### config.mk
export PLATFORM = sky130hd
export DESIGN_NAME = dtimer_core
export DESIGN_NICKNAME = d
export VERILOG_FILES = /design/src/rtl/dtimer_pkg.sv /design/src/rtl/dtimer_prescale.sv /design/src/rtl/dtimer_count.sv /design/src/rtl/dtimer_core.sv
export SDC_FILE = /design/constraint.sdc
export NUM_CORES = 1
export LEC_CHECK = 0
export BUFFER_PORTS_ARGS = -buffer_cell sky130_fd_sc_hd__clkbuf_2
export CORE_MARGIN = 2
export CORE_UTILIZATION = 61
export DETAILED_ROUTE_END_ITERATION = 10
export GPL_TIMING_DRIVEN = 1
export PLACE_DENSITY = 0.9
export SETUP_SLACK_MARGIN = 0.05
export SLEW_MARGIN = 10
export SYNTH_ARGS = -nofsm -noshare
export SYNTH_HDL_FRONTEND = slang
export SYNTH_SLANG_ARGS = --single-unit
### constraint.sdc
create_clock -name clk -period 5.59 [get_ports clk]
set_input_delay 0.8385 -clock clk [delete_from_list [all_inputs] [get_ports clk]]
set_output_delay 0.8385 -clock clk [all_outputs]
set_load 0.02 [all_outputs]
### src/rtl/dtimer_pkg.sv
package dtimer_pkg;
  localparam int IDX_LOAD  = 0;
  localparam int IDX_VALUE = 1;
  localparam int IDX_CTRL  = 2;
  localparam int IDX_CLR   = 3;
  localparam int IDX_RAW   = 4;
  localparam int IDX_MASK  = 5;
  localparam int IDX_BGLD  = 6;

  // Control word, bit 7 down to bit 0.
  typedef struct packed {
    logic       run;
    logic       rep;
    logic       ien;
    logic       rsv;
    logic [1:0] pdiv;
    logic       wide;
    logic       single;
  } ctl_t;

  localparam logic [7:0] CTL_RESET = 8'h20;
endpackage

### src/rtl/dtimer_prescale.sv
module dtimer_prescale #(
  parameter int PW = 8
) (
  input  logic       clk,
  input  logic       rst,
  input  logic       clr,
  input  logic       tick,
  input  logic       run,
  input  logic [1:0] sel,
  output logic       step
);
  localparam int LO = (PW < 4) ? PW : 4;
  localparam int HI = (PW < 8) ? PW : 8;

  logic [PW-1:0] pc;
  logic          hit;

  always_ff @(posedge clk) begin
    if (rst || clr) pc <= '0;
    else if (run && tick) pc <= pc + 1'b1;
  end

  always_comb begin
    case (sel)
      2'd1:    hit = &pc[LO-1:0];
      2'd2:    hit = &pc[HI-1:0];
      default: hit = 1'b1;
    endcase
  end

  assign step = run && tick && hit;
endmodule

### src/rtl/dtimer_count.sv
module dtimer_count #(
  parameter int DW = 32
) (
  input  logic          clk,
  input  logic          rst,
  input  logic          step,
  input  logic          load_now,
  input  logic [DW-1:0] load_val,
  input  logic [DW-1:0] limit,
  input  logic          single,
  input  logic          rep,
  input  logic          wide,
  output logic [DW-1:0] count,
  output logic          fire,
  output logic          done
);
  localparam int HW = DW / 2;

  logic          free_run;
  logic          at_zero;
  logic [DW-1:0] ones;
  logic [DW-1:0] lo_mask;

  assign free_run = !single && !rep;
  assign lo_mask  = {{HW{1'b0}}, {HW{1'b1}}};
  assign ones     = wide ? {DW{1'b1}} : lo_mask;
  assign at_zero  = wide ? (count == '0) : (count[HW-1:0] == '0);
  assign fire     = step && !done && at_zero && !load_now;

  always_ff @(posedge clk) begin
    if (rst) begin
      count <= '0;
      done  <= 1'b0;
    end else if (load_now) begin
      count <= free_run ? ones : load_val;
      done  <= 1'b0;
    end else begin
      if (!single) done <= 1'b0;
      if (step && !done) begin
        if (at_zero) begin
          if (single)        done  <= 1'b1;
          else if (free_run) count <= ones;
          else               count <= wide ? limit : (limit & lo_mask);
        end else if (wide) begin
          count <= count - 1'b1;
        end else begin
          count <= {{HW{1'b0}}, count[HW-1:0] - 1'b1};
        end
      end
    end
  end
endmodule

### src/rtl/dtimer_core.sv
module dtimer_core
  import dtimer_pkg::*;
#(
  parameter int DW = 32,
  parameter int AW = 5,
  parameter int PW = 8
) (
  input  logic          clk,
  input  logic          rst,
  input  logic          tick_en,
  input  logic          reg_we,
  input  logic [AW-1:0] reg_addr,
  input  logic [DW-1:0] reg_wdata,
  output logic [DW-1:0] reg_rdata,
  output logic          irq_o
);
  localparam int HW = DW / 2;

  ctl_t          ctrl_q;
  logic [DW-1:0] limit_q;
  logic          raw_q;
  logic [2:0]    idx;
  logic          we_load, we_ctrl, we_clr, we_bgld;
  logic          step, fire, done;
  logic [DW-1:0] cnt;
  logic [DW-1:0] cnt_view;
  logic [DW-1:0] rd_mux;

  assign idx     = reg_addr[4:2];
  assign we_load = reg_we && (idx == 3'(IDX_LOAD));
  assign we_ctrl = reg_we && (idx == 3'(IDX_CTRL));
  assign we_clr  = reg_we && (idx == 3'(IDX_CLR));
  assign we_bgld = reg_we && (idx == 3'(IDX_BGLD));

  dtimer_prescale #(.PW(PW)) u_pre (
    .clk  (clk),
    .rst  (rst),
    .clr  (we_ctrl),
    .tick (tick_en),
    .run  (ctrl_q.run),
    .sel  (ctrl_q.pdiv),
    .step (step)
  );

  dtimer_count #(.DW(DW)) u_cnt (
    .clk      (clk),
    .rst      (rst),
    .step     (step),
    .load_now (we_load),
    .load_val (reg_wdata),
    .limit    (limit_q),
    .single   (ctrl_q.single),
    .rep      (ctrl_q.rep),
    .wide     (ctrl_q.wide),
    .count    (cnt),
    .fire     (fire),
    .done     (done)
  );

  always_ff @(posedge clk) begin
    if (rst) begin
      ctrl_q  <= ctl_t'(CTL_RESET);
      limit_q <= '0;
      raw_q   <= 1'b0;
      irq_o   <= 1'b0;
    end else begin
      if (we_ctrl) ctrl_q <= ctl_t'(reg_wdata[7:0]);
      if (we_load || we_bgld) limit_q <= reg_wdata;
      if (fire)        raw_q <= 1'b1;
      else if (we_clr) raw_q <= 1'b0;
      irq_o <= raw_q && ctrl_q.ien;
    end
  end

  assign cnt_view = ctrl_q.wide ? cnt : {{HW{1'b0}}, cnt[HW-1:0]};

  always_comb begin
    case (idx)
      3'(IDX_LOAD), 3'(IDX_BGLD): rd_mux = limit_q;
      3'(IDX_VALUE):              rd_mux = cnt_view;
      3'(IDX_CTRL):               rd_mux = {{(DW-8){1'b0}}, ctrl_q};
      3'(IDX_RAW):                rd_mux = {{(DW-1){1'b0}}, raw_q};
      3'(IDX_MASK):               rd_mux = {{(DW-1){1'b0}}, raw_q && ctrl_q.ien};
      default:                    rd_mux = '0;
    endcase
  end

  always_ff @(posedge clk) begin
    if (rst) reg_rdata <= '0;
    else     reg_rdata <= rd_mux;
  end
endmodule

==> results of run 1 <==
-- Yosys cell counts, types with 4 or more instances --
| library cell | instances | area [um^2] |
|---|---|---|
| sky130_fd_sc_hd__nand2_1 | 119 | 446.7 |
| sky130_fd_sc_hd__dfxtp_1 | 115 | 2302 |
| sky130_fd_sc_hd__a21oi_1 | 100 | 500.5 |
| sky130_fd_sc_hd__nor2_1 | 91 | 341.6 |
| sky130_fd_sc_hd__clkbuf_1 | 50 | 187.7 |
| sky130_fd_sc_hd__a22oi_1 | 34 | 255.2 |
| sky130_fd_sc_hd__nor3_1 | 26 | 130.1 |
| sky130_fd_sc_hd__o21ai_0 | 21 | 105.1 |
| sky130_fd_sc_hd__xor2_1 | 19 | 166.4 |
| sky130_fd_sc_hd__inv_1 | 18 | 67.56 |
| sky130_fd_sc_hd__o211ai_1 | 12 | 90.09 |
| sky130_fd_sc_hd__nand3_1 | 11 | 55.05 |
| sky130_fd_sc_hd__nor4_1 | 10 | 62.56 |
| sky130_fd_sc_hd__a31oi_1 | 9 | 56.30 |
| sky130_fd_sc_hd__or3_1 | 9 | 56.30 |
| sky130_fd_sc_hd__xnor2_1 | 8 | 70.07 |
| sky130_fd_sc_hd__nand4_1 | 6 | 37.54 |
| sky130_fd_sc_hd__nor2b_1 | 6 | 37.54 |
| sky130_fd_sc_hd__buf_6 | 5 | 56.30 |
| sky130_fd_sc_hd__nand3b_1 | 5 | 37.54 |
| sky130_fd_sc_hd__o22ai_1 | 5 | 31.28 |
| sky130_fd_sc_hd__or2_2 | 5 | 31.28 |
| sky130_fd_sc_hd__or4_1 | 5 | 37.54 |
| sky130_fd_sc_hd__buf_2 | 4 | 20.02 |
| sky130_fd_sc_hd__ha_1 | 4 | 50.05 |
| sky130_fd_sc_hd__nand2b_1 | 4 | 25.02 |
| sky130_fd_sc_hd__o21ai_1 | 4 | 20.02 |
| sky130_fd_sc_hd__o32ai_1 | 4 | 35.03 |
-- power by group --
group	switching (mW)	internal, mW
Sequential	0.0225	0.840
Clock	0.381	0.626
Combinational	0.227	0.116
-- flip-flops by register name, summed over array words and instances (netlist names) --
signal and cells:
limit_q 32, reg_rdata 32, u_cnt.count 32, ctrl_q 8, u_pre.pc 8, irq_o 1, raw_q 1, u_cnt.done 1
-- critical path: stages, from the launching register on --
cell	delay (ns)
sky130_fd_sc_hd__dfxtp_1	0.37
sky130_fd_sc_hd__inv_1	0.09
sky130_fd_sc_hd__ha_1	0.26
sky130_fd_sc_hd__or4b_1	0.55
sky130_fd_sc_hd__or4_4	0.70
sky130_fd_sc_hd__a211oi_2	0.76
sky130_fd_sc_hd__buf_4	0.34
sky130_fd_sc_hd__a21oi_2	0.14
sky130_fd_sc_hd__o21bai_1	0.18
sky130_fd_sc_hd__a211oi_1	0.22
-- final cells by class --
| type | instances | area share |
|---|---|---|
| Sequential cell | 115 | 0.3423 |
| Clock buffer | 20 | 0.06326 |
| Inverter | 18 | 0.01005 |
| Clock inverter | 11 | 0.01693 |
| Multi-Input combinational cell | 571 | 0.4783 |
| Timing Repair Buffer | 82 | 0.06512 |
| Tap cell | 129 | 0.02400 |
-- layer usage --
layer,vias up,track usage
met5,-,0
met4,0,0.1897
li1,2801,-
met1,2793,0.4469
met3,109,0.1047
met2,445,0.5531
-- kinds of logic (layout without fill, tap and decap cells) --
family          count (synthesis)  in the layout
simple gates                  312            312
flops                         115            115
mux                             2              2
compound gates                226            226
buf+inv                        78            131
fa+ha+maj                       4              4
xor+xnor                       27             27
-- how the worst max path moves through the flow --
stage                     cells after the start  slack, ns                      endpoint                         from
after detailed placement                      7       1.75  u_cnt.count[31]$_SDFFE_PP0P_                  reg_addr[2]
after global routing                          9       1.78   u_cnt.count[8]$_SDFFE_PP0P_  u_cnt.count[0]$_SDFFE_PP0P_
after CTS                                     9       1.98   u_cnt.count[8]$_SDFFE_PP0P_  u_cnt.count[0]$_SDFFE_PP0P_
after global placement                        7       1.83  u_cnt.count[26]$_SDFFE_PP0P_                  reg_addr[2]
final                                         9       1.89   u_cnt.count[8]$_SDFFE_PP0P_  u_cnt.count[0]$_SDFFE_PP0P_
after floorplan                               8       2.76  u_cnt.count[31]$_SDFFE_PP0P_                  reg_addr[3]
==> reports/qor.yml, run 1 <==
path_clk_slew_ns: 0.06
ys_types: 63
drt_wl_total_um: 17940
finalSetupViolCount: 0
type_of_the_worst_setup_path: "register to register"
die_area_mm2: 0.01038
seqCellArea_mm2: 0.002302
cts.root.buffer_cell: "sky130_fd_sc_hd__clkbuf_8"
area_delta_synth_final_pct: 15.05
fmax_mhz: 269.9
final_core_util: 0.7244
dr.first_iter.drc_count: 701
detail_route.drc_violations: 0
routed.top_layer: "met4"
cts.repair_timing.setup_buffer_count: 0
final_cell_area_mm2: 0.006725
floorplan.rows: 35
crit_path_end_kind: "register"
fraction_of_final_layout_cells_with_drive_strength_greater_than_1: 0.1628
yosysWarnings: 0
powerDensity_mw_per_mm2: 328.9
adder_cell_share_of_the_synthesized_area: 0.008562
power_mw: 2.212
antenna_violation_net_count_after_detailed_routing: 0
synth-seq-area-share: 0.3938
synthMuxAreaShare: 0.003425
setup_slack_of_the_most_critical_reg_to_reg_path_ns: 1.89
syn-num-nets: 809
yosys.area_share.simple: 0.2434
largest_net_degree_at_the_start_of_global_routing: 67
fillers: 725
post_syn_area_per_cell_um2: 7.651
vias: 6148
diodes: 0
count_of_pins_on_the_block_boundary: 74
vias_in_the_first_global_route: 5919
dp.cells: 914
critPathRequiredTime_ns: 6.03
layout_commonest_cell: "sky130_fd_sc_hd__nand2_1"
multi_input_area_mm2: 0.003217
primary_flip_flop_cell_chosen_by_synthesis_mapping: "sky130_fd_sc_hd__dfxtp_1"
cts_hold_buf: 0
status: "finished, final reports clean"
regToRegStartpoint: "u_cnt.count[0]$_SDFFE_PP0P_"
dp_worst_setup_slack_ns: 1.749
post-route-period-util: 0.6627
max-cap-violations: 0
final-max-slew-violation-count: 0
htree_levels: 4
critical_path.reg2reg.endpoint: "u_cnt.count[8]$_SDFFE_PP0P_"
hold-worst-slack_ns: 0.4702
numPortBuffers: 71
met3_length_um: 2185
synth_compound_gate_area_share: 0.2524
drtPass1Iterations: 6
cts_buffer_depth: 2
rr_worst_depth: 9
worstSkewPairLatency_ns: 0.53
routed_length_per_placed_instance_um: 18.97
netlist_instances: 764
post_cts_resized: 0
clock-sinks: 115
critPathArrivalTime_ns: 4.15
cts_inserted_buffers: 17
worst_hold_path.endpoint: "ctrl_q[4]$_SDFFE_PP0P_"
worst_margin_pin_slew_ns: 1.150
layout.cells.most_common_list: "118 x sky130_fd_sc_hd__nand2_1, 115 x sky130_fd_sc_hd__dfxtp_1, 100 x sky130_fd_sc_hd__a21oi_1"
place.detailed.hpwl_um: 11280
worst_setup_path_start_kind: "register"
peakVddDrop_uv: 166.6
timing.final.crit_period_ns: 3.705
gp_routability_congestion: 0.9772
wl_met1_um: 6898
synth_xor_xnor_area_share: 0.04045
grtUsageTotal: 0.3556
leakagePower_nw: 2.475
effective_utilization_at_floorplan: 0.6296
hold_path.startpoint: "ctrl_q[4]$_SDFFE_PP0P_"
synth_enable_flop_cells: 0
setup-tns-final_ns: 0
combinational_family_with_the_most_area_after_synthesis: "compound AO/OA/AOI/OAI gates"
met2RoutedLength_um: 8045
finish.cell_count_without_fillers: 946
grt_pass1_wl_um: 28720
relSlewSlack: 0.2299
final.setup.worst_slack_ns: 1.885
cp_max_fo: 12
synth.cell_area_mm2: 0.005846
synth_seq_cells: 115
floorplan_die_height_um: 101.9
vias_per_cell: 6.499
die-width_um: 101.9
tritoncts_clock_tree: "done"
finish.net_count: 850
rsz_0062_raised_after_global_routing: "no"
hp-class: "register to register"
core_area_mm2: 0.009284
finalHoldViolations: 0
hold_path_depth: 2
post_dp_cell_area_mm2: 0.006176
antenna_found_initial: 0
finalClockSkew_ns: 0.005912
synthArstFlopShare: 0
grt_overflow: 0
No activity file was read; power rests on OpenSTA's default activity.
==> run 2, diff against run 1 <==
--- a/config.mk
+++ b/config.mk
@@ -5,12 +5,13 @@
 export SDC_FILE = /design/constraint.sdc
 export NUM_CORES = 1
 export LEC_CHECK = 0
+export ABC_AREA = 1
 export BUFFER_PORTS_ARGS = -buffer_cell sky130_fd_sc_hd__clkbuf_2
 export CORE_MARGIN = 2
-export CORE_UTILIZATION = 61
+export CORE_UTILIZATION = 59
 export DETAILED_ROUTE_END_ITERATION = 10
 export GPL_TIMING_DRIVEN = 1
-export PLACE_DENSITY = 0.9
+export PLACE_DENSITY = 0.88
 export SETUP_SLACK_MARGIN = 0.05
 export SLEW_MARGIN = 10
 export SYNTH_ARGS = -nofsm -noshare
==> constraint.sdc (replaced) <==
create_clock -name clk -period 3.7 [get_ports clk]
set_input_delay 0.555 -clock clk [delete_from_list [all_inputs] [get_ports clk]]
set_output_delay 0.555 -clock clk [all_outputs]
set_load 0.02 [all_outputs]
==> run 2 against run 1 <==
Net effect: die area is 9.4% higher; power is 70% higher; non-clock buffer count is 5 lower; critical path depth is 4 higher; largest power group unchanged; highest routed layer unchanged.
==> reports/qor.yml, run 2 <==
status: "finished, final reports clean"
die-width_um: 106.6  # +4.6%
finish.net_count: 1048  # +23%
p_seq_frac: 0.352  # -0.038
crit_slowest_cell: "sky130_fd_sc_hd__inv_1"
die_area_mm2: 0.01136  # +9.4%
yosys.area_share.simple: 0.3478  # +0.1045
ys_types: 37  # -41%
synth_top_cell_by_area: "sky130_fd_sc_hd__dfxtp_1"
setup-tns-final_ns: 0  # unchanged
leakagePower_nw: 3.289  # +33%
hold_path_depth: 3  # +1
power_switching_share: 0.3085  # +0.02338
share_clk_of_total_power: 0.441  # -0.014
tritoncts_clock_tree: "done"
area_delta_synth_final_pct: 15.28
fmax_mhz: 381.4  # +41%
net-switching-power_mw: 1.163  # +84%
powerDensity_mw_per_mm2: 526.6  # +60%
worst_margin_pin_slew_ns: 0.8974  # -0.2528 ns
routed_length_per_placed_instance_um: 15.45  # -19%
count_of_pins_on_the_block_boundary: 74  # unchanged
synth_xor_xnor_area_share: 0.03245  # -0.008007
floorplan.rows: 37  # +5.7%
critical_path.reg2reg.endpoint: "u_cnt.count[21]$_SDFFE_PP0P_"
primary_flip_flop_cell_chosen_by_synthesis_mapping: "sky130_fd_sc_hd__dfxtp_1"
worst_setup_path_start_kind: "register"
timing.final.crit_period_ns: 2.622  # -1.082 ns
cp_max_fo: 22  # +10
max-cap-violations: 0  # unchanged
crit_path_end_kind: "register"
seqCellArea_mm2: 0.002302  # unchanged
syn-num-nets: 994  # +23%
synth_enable_flop_cells: 0  # unchanged
rr_worst_depth: 13  # +4
type_of_the_worst_setup_path: "register to register"
layout.cells.most_common_list: "200 x sky130_fd_sc_hd__nand2_1, 188 x sky130_fd_sc_hd__nor2_1, 115 x sky130_fd_sc_hd__dfxtp_1"
layout_commonest_cell: "sky130_fd_sc_hd__nand2_1"
vias_in_the_first_global_route: 6202  # +4.8%
final.setup.worst_slack_ns: 1.078  # -0.8076 ns
core_area_mm2: 0.01028  # +11%
peakVddDrop_uv: 268.2  # +61%
multi_input_area_mm2: 0.003411  # +6.0%
synth_compound_gate_area_share: 0.1602  # -0.09214
htree_levels: 4  # unchanged
combinational_family_with_the_most_area_after_synthesis: "simple AND/OR/NAND/NOR gates"
hold_path.startpoint: "reg_wdata[15]"
dp_worst_setup_slack_ns: 0.9625  # -0.7868 ns
p_int_mw: 2.606  # +65%
cts_hold_buf: 0  # unchanged
rsz_0062_raised_after_global_routing: "no"
largest_net_degree_at_the_start_of_global_routing: 53  # -21%
netlist_instances: 949  # +24%
cts_buffer_depth: 2  # unchanged
clock-sinks: 115  # unchanged
drtPass1Iterations: 6  # unchanged
worstSkewPairLatency_ns: 0.54  # about the same
critPathMaxStageDelay_ns: 0.41  # -0.35 ns
netlist_top_cells_count: "200 x sky130_fd_sc_hd__nand2_1, 190 x sky130_fd_sc_hd__nor2_1, 115 x sky130_fd_sc_hd__dfxtp_1"
critical_path.most_common_cell: "sky130_fd_sc_hd__nor2_1"
synth.top_cells.by_area: "sky130_fd_sc_hd__dfxtp_1 37%, sky130_fd_sc_hd__nand2_1 12%, sky130_fd_sc_hd__nor2_1 11%, sky130_fd_sc_hd__a21oi_1 7.2%, sky130_fd_sc_hd__o21ai_0 5.7%"
vias_per_cell: 5.645  # -13%
synthMuxAreaShare: 0  # -0.003425
post-route-period-util: 0.7087  # +0.04599
synth-seq-area-share: 0.3708  # -0.02302
grt_pass1_wl_um: 29860  # +4.0%
synth.cell_area_mm2: 0.006208  # +6.2%
path_cells: "inv_1 > ha_1 > nand2_1 > nor2_2 > nand3_1 > nor2_2 > nand3_4 > inv_1 > nand2_1 > nand3_1 > nor2_1 > nor2_1 > nor2_1"
largest_registers: "limit_q (32), reg_rdata (32), u_cnt.count (32)"
fraction_of_final_layout_cells_with_drive_strength_greater_than_1: 0.1604  # -0.002358
synth_top_area_frac: 0.3708  # -0.02302
cts.repair_timing.setup_buffer_count: 0  # unchanged
gp_routability_congestion: 0.9858  # +0.88%
post_cts_resized: 0  # unchanged
effective_utilization_at_floorplan: 0.6041  # -0.02556
antenna_violation_net_count_after_detailed_routing: 0  # unchanged
post_syn_area_per_cell_um2: 6.542  # -14%
yosysWarnings: 0  # unchanged
grt_overflow: 0  # unchanged
final_core_util: 0.6964  # -0.02802
drt_wl_total_um: 17800  # -0.79%
fillers: 896  # +24%
antenna_found_initial: 0  # unchanged
path_clk_slew_ns: 0.06  # about the same
final-max-slew-violation-count: 0  # unchanged
cts.root.buffer_cell: "sky130_fd_sc_hd__clkbuf_8"
vias: 6503  # +5.8%
finalClockSkew_ns: 0.009881  # +0.003968 ns
adder_cell_share_of_the_synthesized_area: 0.008061  # -0.0005004
synth_seq_cells: 115  # unchanged
hp-class: "input pin to register"
floorplan_die_height_um: 106.6  # +4.6%
regToRegStartpoint: "u_cnt.count[0]$_SDFFE_PP0P_"
post-synth-top-count-cell: "sky130_fd_sc_hd__nand2_1"
place.detailed.hpwl_um: 11650  # +3.3%
diodes: 0  # unchanged
setup_slack_of_the_most_critical_reg_to_reg_path_ns: 1.08  # -0.81 ns
worst_hold_path.endpoint: "limit_q[15]$_SDFFE_PP0P_"
critPathArrivalTime_ns: 3.03  # -1.12 ns
finalHoldViolations: 0  # unchanged
cts_inserted_buffers: 17  # unchanged
grtUsageTotal: 0.3285  # -0.02705
comb_power_share: 0.207  # +0.052
synthArstFlopShare: 0  # unchanged
numPortBuffers: 71  # unchanged
detail_route.drc_violations: 0  # unchanged
finalSetupViolCount: 0  # unchanged
dr.first_iter.drc_count: 621  # -11%
critPathRequiredTime_ns: 4.10  # -1.93 ns
relSlewSlack: 0.4011  # +0.1712
[run 2: changes by cell type in the layout (fill, tap and decap cells not counted), sizes merged, moves of 10 or more]
| cell | previous run | this run |
|---|---|---|
| a22oi | 34 | 0 |
| inv | 18 | 73 |
| nand2 | 119 | 208 |
| nand3 | 11 | 60 |
| nor2 | 91 | 207 |
| nor3 | 26 | 4 |
| nor4 | 10 | 0 |
| o21ai | 26 | 84 |
[run 2: cells by family after synthesis]
group | count (synthesis)
AOI/OAI and AO/OA | 190
xor gates and xnor gates | 23
adders and majority gates | 4
buffers and inverters | 116
DFF | 115
and+or+nand+nor | 501
[run 2: area by class of cell]
type,instances,area share
multi-input combinational,718,0.4766
sequential,115,0.3217
clock buffer,22,0.06469
timing repair buffer,77,0.05594
inverter,74,0.03916
tap,136,0.02378
clock inverter,10,0.01818
[run 2: metrics by stage]
stage / hold slack (ns) / power (mW) / cell area [um^2] / std cells
after floorplan: 0.4410 / 1.926 / 6208 / 949
after global placement: 0.4464 / 2.083 / 6564 / 1120
after detailed placement: 0.4548 / 2.096 / 6564 / 1120
after CTS: 0.2660 / 3.743 / 7157 / 1152
after global routing: 0.2742 / 3.920 / 7157 / 1152
final: 0.2619 / 3.768 / 7157 / 1152
[run 2: how the worst max path moves through the flow]
stage                                           start                            to  slack [ns]  depth (start not counted)
after floorplan                           reg_addr[4]  u_cnt.count[11]$_SDFFE_PP0P_        1.96                         11
after global placement                    reg_addr[3]      limit_q[16]$_SDFFE_PP0P_        1.06                          9
after detailed placement                  reg_addr[3]      limit_q[24]$_SDFFE_PP0P_        0.96                          9
after CTS                 u_cnt.count[0]$_SDFFE_PP0P_  u_cnt.count[21]$_SDFFE_PP0P_        1.14                         13
after global routing      u_cnt.count[0]$_SDFFE_PP0P_   u_cnt.count[0]$_SDFFE_PP0P_        0.88                         13
final                     u_cnt.count[0]$_SDFFE_PP0P_  u_cnt.count[21]$_SDFFE_PP0P_        1.08                         13
[run 2: critical path, delay by kind of cell, from the launching register on]
family        cells  cell delay [ns]
buf+inv           2             0.52
flops             1             0.32
simple gates     10             1.40
fa+ha+maj         1             0.24
[run 2: power groups by stage]
stage          registers [mW]  clock network [mW]  logic [mW]
6_report                 1.33                1.66       0.781
5_1_grt                  1.33                1.71       0.877
4_1_cts                  1.33                1.65       0.764
3_5_place_dp             1.35                   0       0.744
3_3_place_gp             1.35                   0       0.733
2_1_floorplan            1.35                   0       0.580
[run 2: layer usage]
metal,global-route usage,vias up,part of all wire
met1,0.4260,2942,0.42
met4,0.1215,0,0.023
met5,0,-,0
met2,0.5309,351,0.46
met3,0.08146,48,0.095
li1,-,3162,-
==> run 3, diff against run 2 <==
==> constraint.sdc (replaced) <==
create_clock -name clk -period 2.6 [get_ports clk]
set_input_delay 0.39 -clock clk [delete_from_list [all_inputs] [get_ports clk]]
set_output_delay 0.39 -clock clk [all_outputs]
set_load 0.02 [all_outputs]
==> run 3 against run 2 <==
Net effect: routed wire length down 0.54%; maximum frequency rose by 12%; flip-flop and latch count did not move; power is 37% higher; first-iteration DRC count fell by 1.4%; critical path depth stayed put; global-route usage is 0.11 points lower; critical endpoint unchanged; largest cell class unchanged.
==> reports/qor.yml, run 3 (synthesized netlist as in run 2, its figures left out) <==
status: "finished, final reports clean"
setup-tns-final_ns: 0  # unchanged
area_delta_synth_final_pct: 15.84
power_mw: 5.159  # +37%
type_of_the_worst_setup_path: "register to register"
rr_worst_depth: 13  # unchanged
finalClockSkew_ns: 0.006540  # -0.003341 ns
relSlewSlack: 0.5750  # +0.1739
worst_setup_path_start_kind: "register"
diodes: 0  # unchanged
post-route-period-util: 0.9016  # +0.1929
layout.cells.most_common_list: "200 x sky130_fd_sc_hd__nand2_1, 188 x sky130_fd_sc_hd__nor2_1, 115 x sky130_fd_sc_hd__dfxtp_1"
cts_inserted_buffers: 17  # unchanged
layout_commonest_cell: "sky130_fd_sc_hd__nand2_1"
floorplan_die_height_um: 106.6  # unchanged
grt_pass1_wl_um: 29560  # -1.0%
powerDensity_mw_per_mm2: 717.4  # +36%
vias_in_the_first_global_route: 6092  # -1.8%
worstSkewPairLatency_ns: 0.54  # about the same
critPathArrivalTime_ns: 2.74  # -0.29 ns
place.detailed.hpwl_um: 11710  # +0.50%
worst_margin_pin_slew_ns: 0.6353  # -0.2621 ns
die_area_mm2: 0.01136  # unchanged
effective_utilization_at_floorplan: 0.6041  # unchanged
cts_buffer_depth: 2  # unchanged
leakagePower_nw: 3.300  # +0.34%
vias: 6491  # -0.18%
dr.first_iter.drc_count: 612  # -1.4%
fmax_mhz: 426.6  # +12%
path_clk_slew_ns: 0.06  # about the same
grt_overflow: 0  # unchanged
worst_hold_path.endpoint: "limit_q[30]$_SDFFE_PP0P_"
die-width_um: 106.6  # unchanged
cts.repair_timing.setup_buffer_count: 0  # unchanged
cts_hold_buf: 0  # unchanged
peakVddDrop_uv: 437.4  # +63%
detail_route.drc_violations: 0  # unchanged
drtPass1Iterations: 5  # -1
crit_path_end_kind: "register"
cp_max_fo: 9  # -59%
max-cap-violations: 0  # unchanged
setup_slack_of_the_most_critical_reg_to_reg_path_ns: 0.26  # -0.82 ns
numPortBuffers: 71  # unchanged
gp_routability_congestion: 0.9709  # -1.5%
finish.net_count: 1058  # +0.95%
post_cts_resized: 0  # unchanged
routed_length_per_placed_instance_um: 15.24  # -1.4%
hold_path.startpoint: "reg_wdata[30]"
regToRegStartpoint: "u_cnt.count[0]$_SDFFE_PP0P_"
timing.final.crit_period_ns: 2.344  # -0.2780 ns
grtUsageTotal: 0.3275  # -0.001070
critPathRequiredTime_ns: 3.00  # -1.10 ns
largest_net_degree_at_the_start_of_global_routing: 56  # +5.7%
fraction_of_final_layout_cells_with_drive_strength_greater_than_1: 0.1706  # +0.01013
final-max-slew-violation-count: 0  # unchanged
htree_levels: 4  # unchanged
count_of_pins_on_the_block_boundary: 74  # unchanged
antenna_found_initial: 0  # unchanged
hold_path_depth: 3  # unchanged
tritoncts_clock_tree: "done"
clock-sinks: 115  # unchanged
cts.root.buffer_cell: "sky130_fd_sc_hd__clkbuf_8"
rsz_0062_raised_after_global_routing: "no"
drt_wl_total_um: 17710  # -0.54%
core_area_mm2: 0.01028  # unchanged
largest_registers: "limit_q (32), reg_rdata (32), u_cnt.count (32)"
critical_path.reg2reg.endpoint: "u_cnt.count[21]$_SDFFE_PP0P_"
antenna_violation_net_count_after_detailed_routing: 0  # unchanged
hold-worst-slack_ns: 0.09528  # -0.1667 ns
floorplan.rows: 37  # unchanged
finalSetupViolCount: 0  # unchanged
vias_per_cell: 5.586  # -1.0%
hp-class: "input pin to register"
finalHoldViolations: 0  # unchanged
[run 3: area by class of cell]
cell class	instances	area (um^2)
clock buffer	19	441.7
clock inverter	13	111.4
fill	896	3085
inverter	74	280.3
multi-input combinational	718	3411
sequential	115	2302
tap	136	170.2
timing repair buffer	87	475.5
[run 3: how the worst max path moves through the flow]
stage	startpoint	endpoint	slack [ns]	depth (start not counted)
after floorplan	u_cnt.count[0]$_SDFFE_PP0P_	u_cnt.count[16]$_SDFFE_PP0P_	0.87	14
after global placement	u_cnt.count[0]$_SDFFE_PP0P_	u_cnt.count[21]$_SDFFE_PP0P_	0.41	13
after detailed placement	u_cnt.count[0]$_SDFFE_PP0P_	u_cnt.count[21]$_SDFFE_PP0P_	0.37	13
after CTS	u_cnt.count[0]$_SDFFE_PP0P_	u_cnt.count[21]$_SDFFE_PP0P_	0.30	13
after global routing	u_cnt.count[0]$_SDFFE_PP0P_	u_cnt.count[0]$_SDFFE_PP0P_	0.09	13
final	u_cnt.count[0]$_SDFFE_PP0P_	u_cnt.count[21]$_SDFFE_PP0P_	0.26	13
[run 3: worst max-delay path: stages, from the launching register on]
cell and delay, ns:
sky130_fd_sc_hd__dfxtp_1 0.32, sky130_fd_sc_hd__inv_1 0.10, sky130_fd_sc_hd__ha_1 0.24, sky130_fd_sc_hd__nand2_1 0.14
sky130_fd_sc_hd__nor2_2 0.18, sky130_fd_sc_hd__nand3_1 0.12, sky130_fd_sc_hd__nor2_2 0.22, sky130_fd_sc_hd__nand3_4 0.18
sky130_fd_sc_hd__inv_1 0.32, sky130_fd_sc_hd__nand2_1 0.09, sky130_fd_sc_hd__nand3_1 0.09, sky130_fd_sc_hd__nor2_1 0.04
sky130_fd_sc_hd__nor2_1 0.11, sky130_fd_sc_hd__nor2_1 0.04
[run 3: where the power goes]
| group | total (mW) | internal [mW] | switching, mW |
|---|---|---|---|
| Combinational | 1.12 | 0.368 | 0.748 |
| Sequential | 1.89 | 1.83 | 0.0591 |
| Clock | 2.16 | 1.31 | 0.848 |
| Total | 5.16 | 3.50 | 1.66 |
[run 3: metal layers]
layer	GRT usage	wire length (um)	vias up
li1	-	-	3187
met4	0.1141	362	0
met5	0	0	-
met3	0.07234	1409	41
met2	0.5305	8288	314
met1	0.4317	7645	2949
[run 3: metrics by stage]
step | utilization | cell area [um^2] | instances | setup WS, ns
after global routing | 0.6998 | 7192 | 1162 | 0.08722
final | 0.6998 | 7192 | 1162 | 0.2558
after detailed placement | 0.6460 | 6639 | 1130 | 0.3668
after global placement | 0.6460 | 6639 | 1130 | 0.4137
after CTS | 0.6998 | 7192 | 1162 | 0.2978
after floorplan | - | 6208 | 949 | 0.8714
